<file path="src/rtl/xc_pkg.sv">
package xc_pkg;
    typedef enum logic [1:0] {
        ST_EMPTY   = 2'd0,
        ST_PARTIAL = 2'd1,
        ST_FULL    = 2'd2
    } occ_e;
endpackage

</file>
<file path="src/rtl/xc_match.sv">
module xc_match #(
    parameter int N = 4,
    parameter int W = 20
) (
    input  logic [N-1:0]        valid,
    input  logic [N-1:0][W-1:0] keys,
    input  logic [W-1:0]        probe,
    output logic [N-1:0]        match
);
    genvar i;
    generate
        for (i = 0; i < N; i++) begin : g_cmp
            assign match[i] = valid[i] && (keys[i] == probe);
        end
    endgenerate
endmodule

</file>
<file path="src/rtl/xc_lru.sv">
module xc_lru #(
    parameter int N  = 4,
    parameter int IW = (N > 1) ? $clog2(N) : 1
) (
    input  logic          clk,
    input  logic          rst_n,
    input  logic          touch_en,
    input  logic [IW-1:0] touch_idx,
    output logic [IW-1:0] lru_idx
);
    // rank 0 = most recent, rank N-1 = least recent; ranks stay a permutation
    logic [N-1:0][IW-1:0] rank_q;

    always_ff @(posedge clk or negedge rst_n) begin
        if (!rst_n) begin
            for (int i = 0; i < N; i++) rank_q[i] <= IW'(i);
        end else if (touch_en) begin
            for (int i = 0; i < N; i++) begin
                if (IW'(i) == touch_idx)
                    rank_q[i] <= '0;
                else if (rank_q[i] < rank_q[touch_idx])
                    rank_q[i] <= rank_q[i] + 1'b1;
            end
        end
    end

    always_comb begin
        lru_idx = '0;
        for (int i = 0; i < N; i++)
            if (rank_q[i] == IW'(N - 1)) lru_idx = IW'(i);
    end
endmodule

</file>
<file path="src/rtl/xlate_cache.sv">
module xlate_cache #(
    parameter int N = 4,
    parameter int W = 20
) (
    input  logic         clk,
    input  logic         rst_n,
    input  logic [W-1:0] lk_page,
    output logic         lk_hit,
    output logic [W-1:0] lk_frame,
    input  logic         fill_en,
    input  logic [W-1:0] fill_page,
    input  logic [W-1:0] fill_frame,
    input  logic         flush_all,
    input  logic         inv_en,
    input  logic [W-1:0] inv_page
);
    import xc_pkg::*;

    localparam int IW = (N > 1) ? $clog2(N) : 1;

    logic [N-1:0]        ent_valid;
    logic [N-1:0][W-1:0] ent_key;
    logic [N-1:0][W-1:0] ent_frame;
    occ_e                st_q, st_d, mid_occ;

    logic [N-1:0]  lk_vec, inv_raw, inv_vec, fill_vec, valid_mid, valid_d;
    logic [IW-1:0] lk_idx, fill_idx, free_idx, lru_idx, victim, fill_tgt, touch_idx;
    logic          touch_en;

    // parallel tag compare: lookup, invalidate, fill (against cleaned state)
    xc_match #(.N(N), .W(W)) u_lk_match (
        .valid(ent_valid), .keys(ent_key), .probe(lk_page), .match(lk_vec)
    );
    xc_match #(.N(N), .W(W)) u_inv_match (
        .valid(ent_valid), .keys(ent_key), .probe(inv_page), .match(inv_raw)
    );
    xc_match #(.N(N), .W(W)) u_fill_match (
        .valid(valid_mid), .keys(ent_key), .probe(fill_page), .match(fill_vec)
    );

    assign inv_vec   = inv_en ? inv_raw : '0;
    assign valid_mid = flush_all ? '0 : (ent_valid & ~inv_vec);

    // lookup result
    always_comb begin
        lk_frame = '0;
        lk_idx   = '0;
        for (int i = 0; i < N; i++) begin
            if (lk_vec[i]) begin
                lk_frame = lk_frame | ent_frame[i];
                lk_idx   = IW'(i);
            end
        end
    end
    assign lk_hit = |lk_vec;

    // fill match index and lowest free slot
    always_comb begin
        fill_idx = '0;
        free_idx = '0;
        for (int i = N - 1; i >= 0; i--) begin
            if (fill_vec[i])   fill_idx = IW'(i);
            if (!valid_mid[i]) free_idx = IW'(i);
        end
    end

    xc_lru #(.N(N), .IW(IW)) u_lru (
        .clk(clk), .rst_n(rst_n), .touch_en(touch_en),
        .touch_idx(touch_idx), .lru_idx(lru_idx)
    );

    // occupancy after this cycle's invalidations
    always_comb begin
        mid_occ = st_q;
        unique case (st_q)
            ST_EMPTY:   mid_occ = ST_EMPTY;
            ST_PARTIAL: mid_occ = (|valid_mid) ? ST_PARTIAL : ST_EMPTY;
            ST_FULL:    mid_occ = (&valid_mid) ? ST_FULL :
                                  ((|valid_mid) ? ST_PARTIAL : ST_EMPTY);
            default:    mid_occ = ST_EMPTY;
        endcase
        if (flush_all) mid_occ = ST_EMPTY;
    end

    // output decode: victim per occupancy state
    always_comb begin
        victim = '0;
        unique case (mid_occ)
            ST_EMPTY:   victim = '0;
            ST_PARTIAL: victim = free_idx;
            ST_FULL:    victim = lru_idx;
            default:    victim = '0;
        endcase
    end

    assign fill_tgt  = (|fill_vec) ? fill_idx : victim;
    assign touch_en  = fill_en || (lk_hit && !flush_all);
    assign touch_idx = fill_en ? fill_tgt : lk_idx;

    always_comb begin
        valid_d = valid_mid;
        if (fill_en) valid_d[fill_tgt] = 1'b1;
    end

    // next occupancy state
    always_comb begin
        if (valid_d == '0)
            st_d = ST_EMPTY;
        else if (&valid_d)
            st_d = ST_FULL;
        else
            st_d = ST_PARTIAL;
    end

    always_ff @(posedge clk or negedge rst_n) begin
        if (!rst_n) st_q <= ST_EMPTY;
        else        st_q <= st_d;
    end

    always_ff @(posedge clk or negedge rst_n) begin
        if (!rst_n) begin
            ent_valid <= '0;
            ent_key   <= '0;
            ent_frame <= '0;
        end else begin
            ent_valid <= valid_d;
            if (fill_en) begin
                ent_key[fill_tgt]   <= fill_page;
                ent_frame[fill_tgt] <= fill_frame;
            end
        end
    end
endmodule

</file>
<file path="config.mk">
export PLATFORM = sky130hd
export DESIGN_NAME = xlate_cache
export DESIGN_NICKNAME = d
export VERILOG_FILES = /design/src/rtl/xc_pkg.sv /design/src/rtl/xc_match.sv /design/src/rtl/xc_lru.sv /design/src/rtl/xlate_cache.sv
export SDC_FILE = /design/constraint.sdc
export NUM_CORES = 1
export LEC_CHECK = 0
export ABC_AREA = 1
export BUFFER_PORTS_ARGS = -buffer_cell sky130_fd_sc_hd__buf_2
export CAP_MARGIN = 5
export CORE_MARGIN = 10
export CORE_UTILIZATION = 45
export CTS_CLUSTER_SIZE = 40
export DETAILED_ROUTE_END_ITERATION = 8
export HOLD_SLACK_MARGIN = 0.03
export MAX_ROUTING_LAYER = met4
export PLACE_DENSITY = 0.68
export SLEW_MARGIN = 15
export SYNTH_ARGS = -nofsm -noshare
export SYNTH_HDL_FRONTEND = slang
export SYNTH_SLANG_ARGS = --single-unit
</file>
<file path="constraint.sdc">
create_clock -name clk -period 3.5 [get_ports clk]
set_clock_uncertainty 0.1 [all_clocks]
set_input_delay 0.7 -clock clk [delete_from_list [all_inputs] [get_ports clk]]
set_output_delay 0.7 -clock clk [all_outputs]
set_load 0.01 [all_outputs]
</file>
### After elaboration in Yosys (flattened, before gate mapping)

Cells that the tools add are included.

| word-level totals | value |
|---|---|
| bits in registers | 174 |
| latch bits | 0 |
| RAM bits | 0 |
| bits in read-only memories | 0 |
| input bits | 85 |
| output and inout port bits | 21 |
| memories kept | 0 |

| cells by class | value |
|---|---|
| add/subtract/negate cells | 4 |
| multiply operators | 0 |
| divide/modulo/power cells | 0 |
| magnitude comparators | 7 |
| eq/ne operators | 22 |
| shift operators | 0 |
| multiplexer cells | 46 |
| bitwise gates (word level) | 6 |
| reductions and logical operators | 31 |

Operators by type and width:

| cell | count |
|---|---|
| equality test 20 bit | 12 |
| bitwise mux 80 bit | 2 |
| 2-to-1 mux 20 bit | 5 |
| OR 20 bit | 3 |
| 2-to-1 mux 2 bit | 27 |
| demux 20 bit (select 2 bit) | 1 |
| logical AND 1 bit | 14 |
| 2-to-1 mux 4 bit | 3 |
| OR reduction 4 bit | 3 |
| equality test 2 bit, second input constant | 5 |
| adder 2 x 1 -> 2 bit, second input constant | 4 |
| < comparator 2 bit | 4 |
| one-hot mux 2 bit (2 select lines) | 2 |
| AND reduction 2 bit | 4 |
| AND reduction 4 bit | 2 |
| nonzero test 2 bit | 4 |
| < comparator 2 x 3 -> 1 bit, second input constant | 2 |
| AND 4 bit | 1 |
| binary-select mux 2 bit (select 2 bit) | 1 |
| equality test 2 x 1 -> 1 bit, second input constant | 2 |
| equality test 2 bit, first input constant | 2 |
| logical NOT 4 bit | 1 |
| 2-to-1 mux 1 bit | 4 |
| inverter 4 bit | 1 |
| other kinds (7) | 7 |

### Logic depth before layout (Yosys ltp)

Gate-level depths: netlist of run 1.

| logic depth | value |
|---|---|
| depth in word-level cells | 23 |
| mapped depth | 35 |
| depth with buffers taken out | 34 |

### Cells and area by module

A second synthesis of run 1 with hierarchy kept.

| second synthesis, totals | value |
|---|---|
| cell total of the unflattened synthesis | 1903 |
| area total of the unflattened synthesis | 11960.2 um^2 |

By module, submodules not included:

| module | times used | cells each | area an instance (um^2) | sequential area each (um^2) |
|---|---|---|---|---|
| xlate_cache | 1 | 765 | 7145.6 | 4154.0 |
| xc_match | 3 | 344 | 1378.8 | 0.0 |
| xc_lru | 1 | 106 | 678.2 | 205.2 |

### Worst setup path after synthesis of run 1

Ideal clock, no wire load.

| timing path | value |
|---|---|
| kind | input port to flip-flop |
| start point | input inv_page[12] |
| end point | register u_lru.rank_q[1] (netlist bit) |
| arrival | 3.228 ns |
| required time | 3.283 ns |
| path slack | 0.055 ns |
| stages | 33 |
| buffers on the path | 1 |
| cells stage by stage | buf_2 xor2_1 nor2_1 nand2_1 nor2_1 nand3_1 nand2_1 inv_2 nand2_1 nor3_1 inv_1 a21oi_1 nor4_1 ha_1 inv_1 nor2_1 nand2_1 nand2_1 nand2_1 nand2_4 nand2_4 nand2_8 nand2_8 nand2_1 nand2_1 nand2_1 nand2_2 nor2_1 nand2_1 nand2_2 nand2_1 nand2_1 nand2_1 |

| on the way | value |
|---|---|
| word-level cells in the longest chain between the ends | 20 |
| elaborated cells on any way between the ends | 43 |
| those cells by class | order compare (1); eq/ne (6); mux (20); bitwise (2); reduce/logical (14) |

RTL lines:

| what | RTL line | RTL |
|---|---|---|
| start: declaration | xlate_cache.sv:15 | `input logic [W-1:0] inv_page` |
| equality test 20 bit | xc_match.sv:13 | `assign match[i] = valid[i] && (keys[i] == probe);` |
| logical AND 1 bit | xc_match.sv:13 |  |
| 2-to-1 mux 4 bit (*) | xlate_cache.sv:41 | `assign inv_vec = inv_en ? inv_raw : '0;` |
| inverter 4 bit (*) | xlate_cache.sv:42 | `assign valid_mid = flush_all ? '0 : (ent_valid & ~inv_vec);` |
| AND 4 bit (*) | xlate_cache.sv:42 |  |
| 2-to-1 mux 4 bit (*) | xlate_cache.sv:42 |  |
| OR reduction 4 bit | xlate_cache.sv:77, xlate_cache.sv:79 |  |
| 2-to-1 mux 1 bit | xlate_cache.sv:77, xlate_cache.sv:79 |  |
| (+4 left out) | n/a |  |
| one-hot mux 2 bit (2 select lines) | xlate_cache.sv:88 | `unique case (mid_occ)` |
| 2-to-1 mux 2 bit (*) | xlate_cache.sv:96 | `assign fill_tgt = (\|fill_vec) ? fill_idx : victim;` |
| 2-to-1 mux 2 bit (*) | xlate_cache.sv:98 | `assign touch_idx = fill_en ? fill_tgt : lk_idx;` |
| binary-select mux 2 bit (select 2 bit) | xc_lru.sv:21 | `else if (rank_q[i] < rank_q[touch_idx])` |
| 2-to-1 mux 2 bit (not written as such) | xc_lru.sv:21 |  |
| < comparator 2 bit | xc_lru.sv:21 |  |
| nonzero test 2 bit (no line) | n/a |  |
| AND reduction 2 bit (no line) | n/a |  |
| end signal: indexed assignment | xc_lru.sv:22 | `rank_q[i] <= rank_q[i] + 1'b1;` |
| end: declaration | xc_lru.sv:12 | `logic [N-1:0][IW-1:0] rank_q;` |

Every way passes the cells marked *; elsewhere a longest branch is shown, timed or not. The select of a mux whose other input is x is not followed.
A chain may end at the register's enable or synchronous reset.

### Worst setup path in the final report of run 1

| timing path | value |
|---|---|
| start point | register ent_key[57] (netlist bit) |
| end point | register ent_key[70] (netlist bit) |

| on the way | value |
|---|---|
| word-level cells in the longest chain between the ends | 19 |
| elaborated cells on any way between the ends | 31 |
| those cells by class | order compare (2); eq/ne (4); mux (17); bitwise (2); reduce/logical (6) |

RTL lines:

| what | RTL line | RTL |
|---|---|---|
| start: declaration | xlate_cache.sv:22 | `logic [N-1:0][W-1:0] ent_key;` |
| start signal: indexed assignment | xlate_cache.sv:128 | `ent_key[fill_tgt] <= fill_page;` |
| equality test 20 bit | xc_match.sv:13 |  |
| logical AND 1 bit | xc_match.sv:13 |  |
| 2-to-1 mux 4 bit | xlate_cache.sv:41 |  |
| inverter 4 bit | xlate_cache.sv:42 |  |
| AND 4 bit | xlate_cache.sv:42 |  |
| 2-to-1 mux 4 bit | xlate_cache.sv:42 |  |
| OR reduction 4 bit | xlate_cache.sv:77, xlate_cache.sv:79 |  |
| 2-to-1 mux 1 bit | xlate_cache.sv:77, xlate_cache.sv:79 |  |
| (+3 left out) | n/a |  |
| equality test 2 bit / equality test 2 x 1 -> 1 bit (equally long branches) | xlate_cache.sv:88 |  |
| one-hot mux 2 bit (2 select lines) | xlate_cache.sv:88 |  |
| 2-to-1 mux 2 bit (*) | xlate_cache.sv:96 |  |
| < comparator 2 x 3 -> 1 bit (not written as such) / >= comparator 2 x 1 -> 1 bit (equally long branches) | xlate_cache.sv:128 |  |
| logical AND 1 bit (not written as such) | xlate_cache.sv:128 |  |
| 2-to-1 mux 20 bit (not written as such) | xlate_cache.sv:128 |  |
| demux 20 bit (select 2 bit) (*) | xlate_cache.sv:128 |  |
| bitwise mux 80 bit (*) | xlate_cache.sv:128 |  |

Every way passes the cells marked *; elsewhere a longest branch is shown, timed or not.

==> impl_metrics.csv, run 1 <==
group,metric,value,unit
critical_path,crit_arrival,3.93,ns
floorplanning,chipHeight,176,um
outcome,violations,"negative setup slack",
cts,clockBufferDepth,2,
cells_and_area,area_delta_synth_final,40.8,%
logic_synthesis,synth.avg_cell_area,7.11,um2
logic_synthesis,synth.distinct_cells,40,
route,wl_per_cell,25.2,um
cells_and_area,fin_area,0.0154,mm2
critical_path,end_kind,"flop",
cells_and_area,fin_util,63.9,%
placement,postPlaceCellArea,0.0132,mm2
critical_path,max_stage_delay,0.45,ns
critical_path,path_class,"flop to flop",
global_route,grt_overflow_total,0,
logic_synthesis,ys_seq_area_share,39.8,%
cells_and_area,fin_nets,1935,
timing,maxSlewHeadroom,53.8,%
cts,cts_root_buf,"clkbuf_16",
critical_path,worstReg2RegEnd,"ent_key[70]",
cts,cts.sinks,174,
logic_synthesis,syn_inst,1541,
critical_path,worst_path_dominant_cell_family,"simple AND/OR/NAND/NOR gates",
logic_synthesis,syn-cell-area,0.0110,mm2
route,drc,0,
floorplanning,fp.dieW,176,um
logic_synthesis,ys_seq_elements,174,
placement,dp_hpwl,37100,um
cells_and_area,drive_above_1_share,31.0,%
power,power_density,369,mW/mm2
cts,holdBufCountCts,0,
route,ant_nets,0,
timing,final_max_slew_viol_count,0,
timing,tns,-18.91,ns
cts,cts_tree,"done",
critical_path,worstRegToRegCells,28,
cts,clock_latency,0.46,ns
cts,cts.htree.levels,4,
timing,tightest_slew,0.694,ns
floorplanning,ioPinCount,106,
placement,port_buffers,105,
logic_synthesis,yosysWarnings,0,
cts,cts_buffers,17,
critical_path,crit_buf_inv,8,
timing,fin_crit,3.71,ns
global_route,grt_max_degree,64,
critical_path,crit_fanout,11,
hold_path,holdCritPathClass,"input port to asynchronous set/reset pin",
flow_run,max-cap-violations,0,
timing,finalSetupViolCount,171,
floorplanning,start_util,45.3,%
timing,hold_violations,0,
floorplanning,core_area,0.0242,mm2
cts,cts.clk_slew.worst_paths,0.09,ns
floorplanning,rows,57,
critical_path,reg2reg_slack,-0.21,ns
timing,setup_slack,-0.208,ns
outcome,outcome,"finished with violations",
placement,gp_congestion,1.05,
global_route,antenna_found_initial,0,
power,power.leakage,0.00775,uW
timing,finalCritPeriodShare,106,%
timing,rsz0062_at_grt,"yes",
global_route,grt_util_all_layers,31.3,%
logic_synthesis,syn_nets,1633,
route,dr.pass1.iters,5,
route,first_iter_violations,1216,
global_route,grt_first_pass_wirelength,71300,um
critical_path,crit_top_cell,"nand2_1",
route,vias,12488,
route,drt-total-wl,54900,um
critical_path,startpoint_type,"flop",
critical_path,cp.required,3.72,ns
critical_path,rr_startpoint,"ent_key[57]",
timing,fmax,0.270,GHz
global_route,grt_pass1_vias,11339,
route,vias_per_cell,5.73,
floorplanning,die_area,0.0310,mm2
critical_path,slowest_stage,"dfrtp_1",
power,ir_drop,0.311,mV
[synthesized netlist by cell type, drive strengths merged]
cell,n,area (um2)
a211oi,2,15.0
a21oi,32,160
a221o,1,10.0
a221oi,9,78.8
and3,2,12.5
buf,39,198
clkbuf,29,109
dfrtp,170,4250
dfstp,4,105
ha,7,87.6
inv,229,860
mux2,1,11.3
nand2,468,1870
nand3,54,300
nand3b,4,30.0
nand4,15,93.8
nor2,122,493
nor3,17,90.1
nor4,10,62.6
o2111ai,8,70.1
o211ai,4,30.0
o21a,4,31.3
o21ai,166,831
o221ai,21,184
o22ai,38,238
or2,1,6.26
xnor2,42,368
xor2,42,368
[power breakdown]
part           internal [uW]  switching [uW]  total, uW
clock                    995            1120       2120
combinational            504             803       1310
sequential              2150             125       2270
[registers in the layout, summed over array words and instances (netlist names)]
name and cells:
ent_key 80, ent_valid 4, st_q 2, u_lru.rank_q 8
ent_frame 80
[worst max path at each step]
stage	slack (ns)	from	depth (start not counted)	to
after floorplan	0.06	inv_page[12]	33	u_lru.rank_q[1]
after global placement	-0.49	inv_page[14]	30	u_lru.rank_q[1]
after detailed placement	-0.60	inv_page[18]	35	u_lru.rank_q[3]
after CTS	-0.02	ent_key[21]	13	lk_frame[15]
after global routing	-0.36	ent_key[57]	29	ent_key[68]
final	-0.21	ent_key[57]	28	ent_key[70]
[kinds of logic (layout without fill, tap and decap cells)]
family / Yosys count / after routing / synth area share (%)
simple gates: 693 / 693 / 27.0
buf+inv: 297 / 612 / 10.6
compound gates: 285 / 285 / 15.0
flops: 174 / 174 / 39.8
xor+xnor: 84 / 84 / 6.71
fa+ha+maj: 7 / 7 / 0.799
mux: 1 / 1 / 0.103
other cells: 0 / 1 / 0
[per-layer routing]
| layer | global-route usage (%) | wire length, um | up-vias |
|---|---|---|---|
| met4 | 13.8 | 3660 | 0 |
| met5 | - | 0 | - |
| met2 | 48.4 | 25000 | 714 |
| li1 | - | - | 5549 |
| met1 | 40.2 | 21800 | 6018 |
| met3 | 4.40 | 4540 | 207 |
[layout by cell type, fill, tap and decap left out, types with 23 or more instances in the layout]
cell type	instances
buf_4	185
nand2_2	40
inv_2	41
nand3_1	40
clkbuf_16	41
a21oi_1	23
o22ai_1	37
inv_1	182
xor2_1	41
dfrtp_1	167
o21ai_1	42
buf_2	98
o21ai_0	118
nand2_1	420
nor2_1	90
xnor2_1	40
[timing repair]
action / 4_1_cts / 5_1_grt
pin swaps: 13 / 52
setup endpoints to repair: 183 / 194
setup buffers: 5 / 25
cloned: 0 / 32
resized for setup: 41 / 164
hold endpoints to repair: 0 / 0
[metrics by stage]
step                total power, uW  hold slack, ns  instances  worst slack (ns)
finish                         5700           0.105       2181            -0.208
global route                   5880           0.157       2180            -0.363
CTS                            5520           0.138       2125           -0.0191
detailed placement             3440           0.359       2089            -0.601
global placement               3430           0.354       2089            -0.494
floorplan                      2890           0.304       1541            0.0551
[worst reg2reg max path: cells and delay by family (launching register included)]
family / cells / cell delay [ns]
AOI/OAI and AO/OA: 2 / 0.16
adders and majority gates: 1 / 0.20
buffers and inverters: 8 / 0.86
DFF: 1 / 0.45
and+or+nand+nor: 17 / 1.82
[layout make-up]
cell class / count / area, um2
multi-input combinational: 1070 / 5950
clock buffer: 17 / 425
sequential: 174 / 4360
clock inverter: 15 / 201
antenna: 1 / 2.50
fill: 2110 / 8740
inverter: 229 / 880
timing repair buffer: 351 / 3210
tap: 324 / 405
Note: power is estimated with default switching activity, not from simulation.
==> run 2, diff against run 1 <==
--- a/config.mk
+++ b/config.mk
@@ -9,13 +9,13 @@
 export BUFFER_PORTS_ARGS = -buffer_cell sky130_fd_sc_hd__buf_2
 export CAP_MARGIN = 5
 export CORE_MARGIN = 10
-export CORE_UTILIZATION = 45
+export CORE_UTILIZATION = 55
 export CTS_CLUSTER_SIZE = 40
 export DETAILED_ROUTE_END_ITERATION = 8
 export HOLD_SLACK_MARGIN = 0.03
 export MAX_ROUTING_LAYER = met4
-export PLACE_DENSITY = 0.68
-export SLEW_MARGIN = 15
+export PLACE_DENSITY = 0.8
+export RECOVER_POWER = 50
 export SYNTH_ARGS = -nofsm -noshare
 export SYNTH_HDL_FRONTEND = slang
 export SYNTH_SLANG_ARGS = --single-unit
==> run 2 against run 1 <==
Against the previous run: the flow finishes with violations (design-rule violations, max-capacitance violations, max-slew violations, negative setup slack); wire length is 11% higher; largest power group unchanged; non-clock buffer count decreased by 22; via count rose by 13%; count of clock-buffer cells in the layout unchanged; global-route usage is 4.8 points higher; critical endpoint is now ent_frame[51]; first-iteration DRC count is 90% higher; sequential share of layout area grew 0.31 points; critical path depth did not move; combinational power is 11% higher; register-to-register slack got worse by 0.53 ns; final area is 1.0% lower.
==> impl_metrics.csv, run 2 (synthesis gave the netlist of run 1 again) <==
group,metric,value,unit
outcome,outcome,"finished with violations",
outcome,violations,"design-rule violations, max-capacitance violations, max-slew violations, negative setup slack",
critical_path,worstReg2RegEnd,"ent_frame[51]",
hold_path,holdCritPathClass,"flop to flop",
global_route,grt_first_pass_wirelength,70000,um
cts,cts_tree,"done",
cells_and_area,final_cell_count_no_fill,2101,
critical_path,end_kind,"flop",
route,drc,13,
timing,finalSetupViolCount,195,
cells_and_area,fillers,1207,
cts,cts_buffers,17,
cts,cts.htree.levels,4,
route,first_iter_violations,2314,
cells_and_area,reg.largest.list,"ent_frame (80), ent_key (80), u_lru.rank_q (8)",
power,power_density,383,mW/mm2
critical_path,rr_startpoint,"ent_key[35]",
timing,finalCritPeriodShare,122,%
route,wl_per_cell,29.0,um
critical_path,startpoint_type,"input port",
critical_path,cp.required,3.76,ns
cts,holdBufCountCts,0,
critical_path,reg2reg_slack,-0.74,ns
floorplanning,ioPinCount,106,
cts,clockBufferDepth,2,
cells_and_area,final_common_cell,"nand2_1",
route,drt-total-wl,60900,um
timing,setup_slack,-0.760,ns
cells_and_area,fin_nets,1913,
floorplanning,fp.dieW,161,um
cells_and_area,drive_above_1_share,32.8,%
placement,dp_hpwl,35300,um
placement,place_inst,2015,
floorplanning,core_area,0.0195,mm2
global_route,grt_overflow_total,0,
critical_path,worstRegToRegCells,27,
cells_and_area,final_cell_mix,"nand2_1 (379), inv_1 (183), dfrtp_1 (164)",
floorplanning,die_area,0.0260,mm2
timing,fmax,0.235,GHz
timing,hold_violations,0,
critical_path,crit_path_end,"ent_frame[51]",
power,ir_drop,0.380,mV
critical_path,startpoint,"inv_page[7]",
critical_path,crit_arrival,4.52,ns
floorplanning,chipHeight,161,um
route,dr.pass1.iters,9,
timing,final_max_slew_viol_count,122,
global_route,grt_max_degree,65,
timing,rsz0062_at_grt,"yes",
floorplanning,rows,51,
power,power.leakage,0.00775,uW
global_route,grt_util_all_layers,36.1,%
global_route,antenna_found_initial,2,
flow_run,max-cap-violations,2,
cells_and_area,fin_util,78.3,%
route,vias_per_cell,6.71,
floorplanning,start_util,56.1,%
route,ant_nets,0,
cts,cts.sinks,174,
timing,tightest_slew,1.78,ns
cts,clock_latency,0.46,ns
cts,cts_root_buf,"clkbuf_16",
cells_and_area,area_delta_synth_final,39.4,%
critical_path,crit_fanout,8,
timing,fin_crit,4.26,ns
critical_path,path_class,"input port to flop",
cts,cts.clk_slew.worst_paths,0.09,ns
route,vias,14091,
global_route,grt_pass1_vias,11986,
timing,maxSlewHeadroom,-19.0,%
placement,port_buffers,105,
placement,gp_congestion,1.09,
run 2: layout make-up:
type,instances,area (um2),share of cell area (%)
Timing Repair Buffer,329,2940,19.2
Antenna cell,2,5.00,0.0328
Tap cell,265,332,2.17
Sequential cell,174,4370,28.6
Clock buffer,17,425,2.78
Clock inverter,15,211,1.38
Multi-Input combinational cell,1070,6120,40.1
Inverter,229,877,5.74
run 2: repair_timing:
action	4_1_cts	5_1_grt
gates cloned	0	23
endpoints found under the setup margin	63	194
resized for setup	14	285
pin swaps	5	47
setup buffers	3	26
run 2: stage by stage:
stage	power (uW)	setup TNS, ns	hold WS [ns]	setup slack, ns	area (um2)
3_5_place_dp	3410	-66.50	0.359	-0.538	13000
5_1_grt	5960	-112.09	0.406	-0.880	15300
4_1_cts	5440	0	0.173	0.000110	13700
6_report	5850	-84.63	0.401	-0.760	15300
3_3_place_gp	3390	-59.75	0.354	-0.485	13000
2_1_floorplan	2890	0	0.304	0.0551	11000
run 2: worst min-delay path by stage:
stage | startpoint | endpoint | slack, ns | cells after the start
2_1_floorplan | rst_n | ent_frame[0] | 0.30 | 0
3_3_place_gp | ent_frame[57] | ent_frame[57] | 0.35 | 2
3_5_place_dp | ent_frame[45] | ent_frame[45] | 0.36 | 2
4_1_cts | rst_n | ent_key[2] | 0.17 | 1
5_1_grt | fill_frame[16] | ent_frame[16] | 0.41 | 3
6_report | ent_frame[52] | ent_frame[52] | 0.40 | 2
run 2: power by group:
part / total [uW] / switching, uW / internal (uW) / leakage [uW]
sequential: 2300 / 153 / 2150 / 0.00186
combinational: 1450 / 947 / 507 / 0.00559
clock: 2100 / 1110 / 991 / 0.000304
total: 5850 / 2200 / 3650 / 0.00775
run 2: metal layers:
layer	GRT usage, %	wire, um	vias up	part of all wire [%]
li1	-	-	5499	-
met3	9.30	9560	621	16
met1	42.4	19200	6438	31
met4	21.2	6950	0	11
met5	-	0	-	0
met2	55.2	25200	1533	41
run 2: critical path, stage by stage:
cell and delay (ns):
buf_2 0.18, inv_2 0.07, nand2_1 0.08, o21ai_1 0.14
nor2_2 0.32, nand3_1 0.18, nor2_1 0.13, nand3_1 0.09
nand2_2 0.16, nor3_4 0.08, inv_2 0.06, a21oi_2 0.05
nor4_2 0.30, buf_4 0.17, inv_2 0.04, ha_4 0.15
o21ai_2 0.08, nand2_1 0.11, nand2_2 0.10, nand2_4 0.06
nand2_4 0.09, nand2_8 0.09, buf_4 0.16, nor2_4 0.28
buf_6 0.22, clkbuf_16 0.18, nand2_1 0.05, nand2_1 0.17
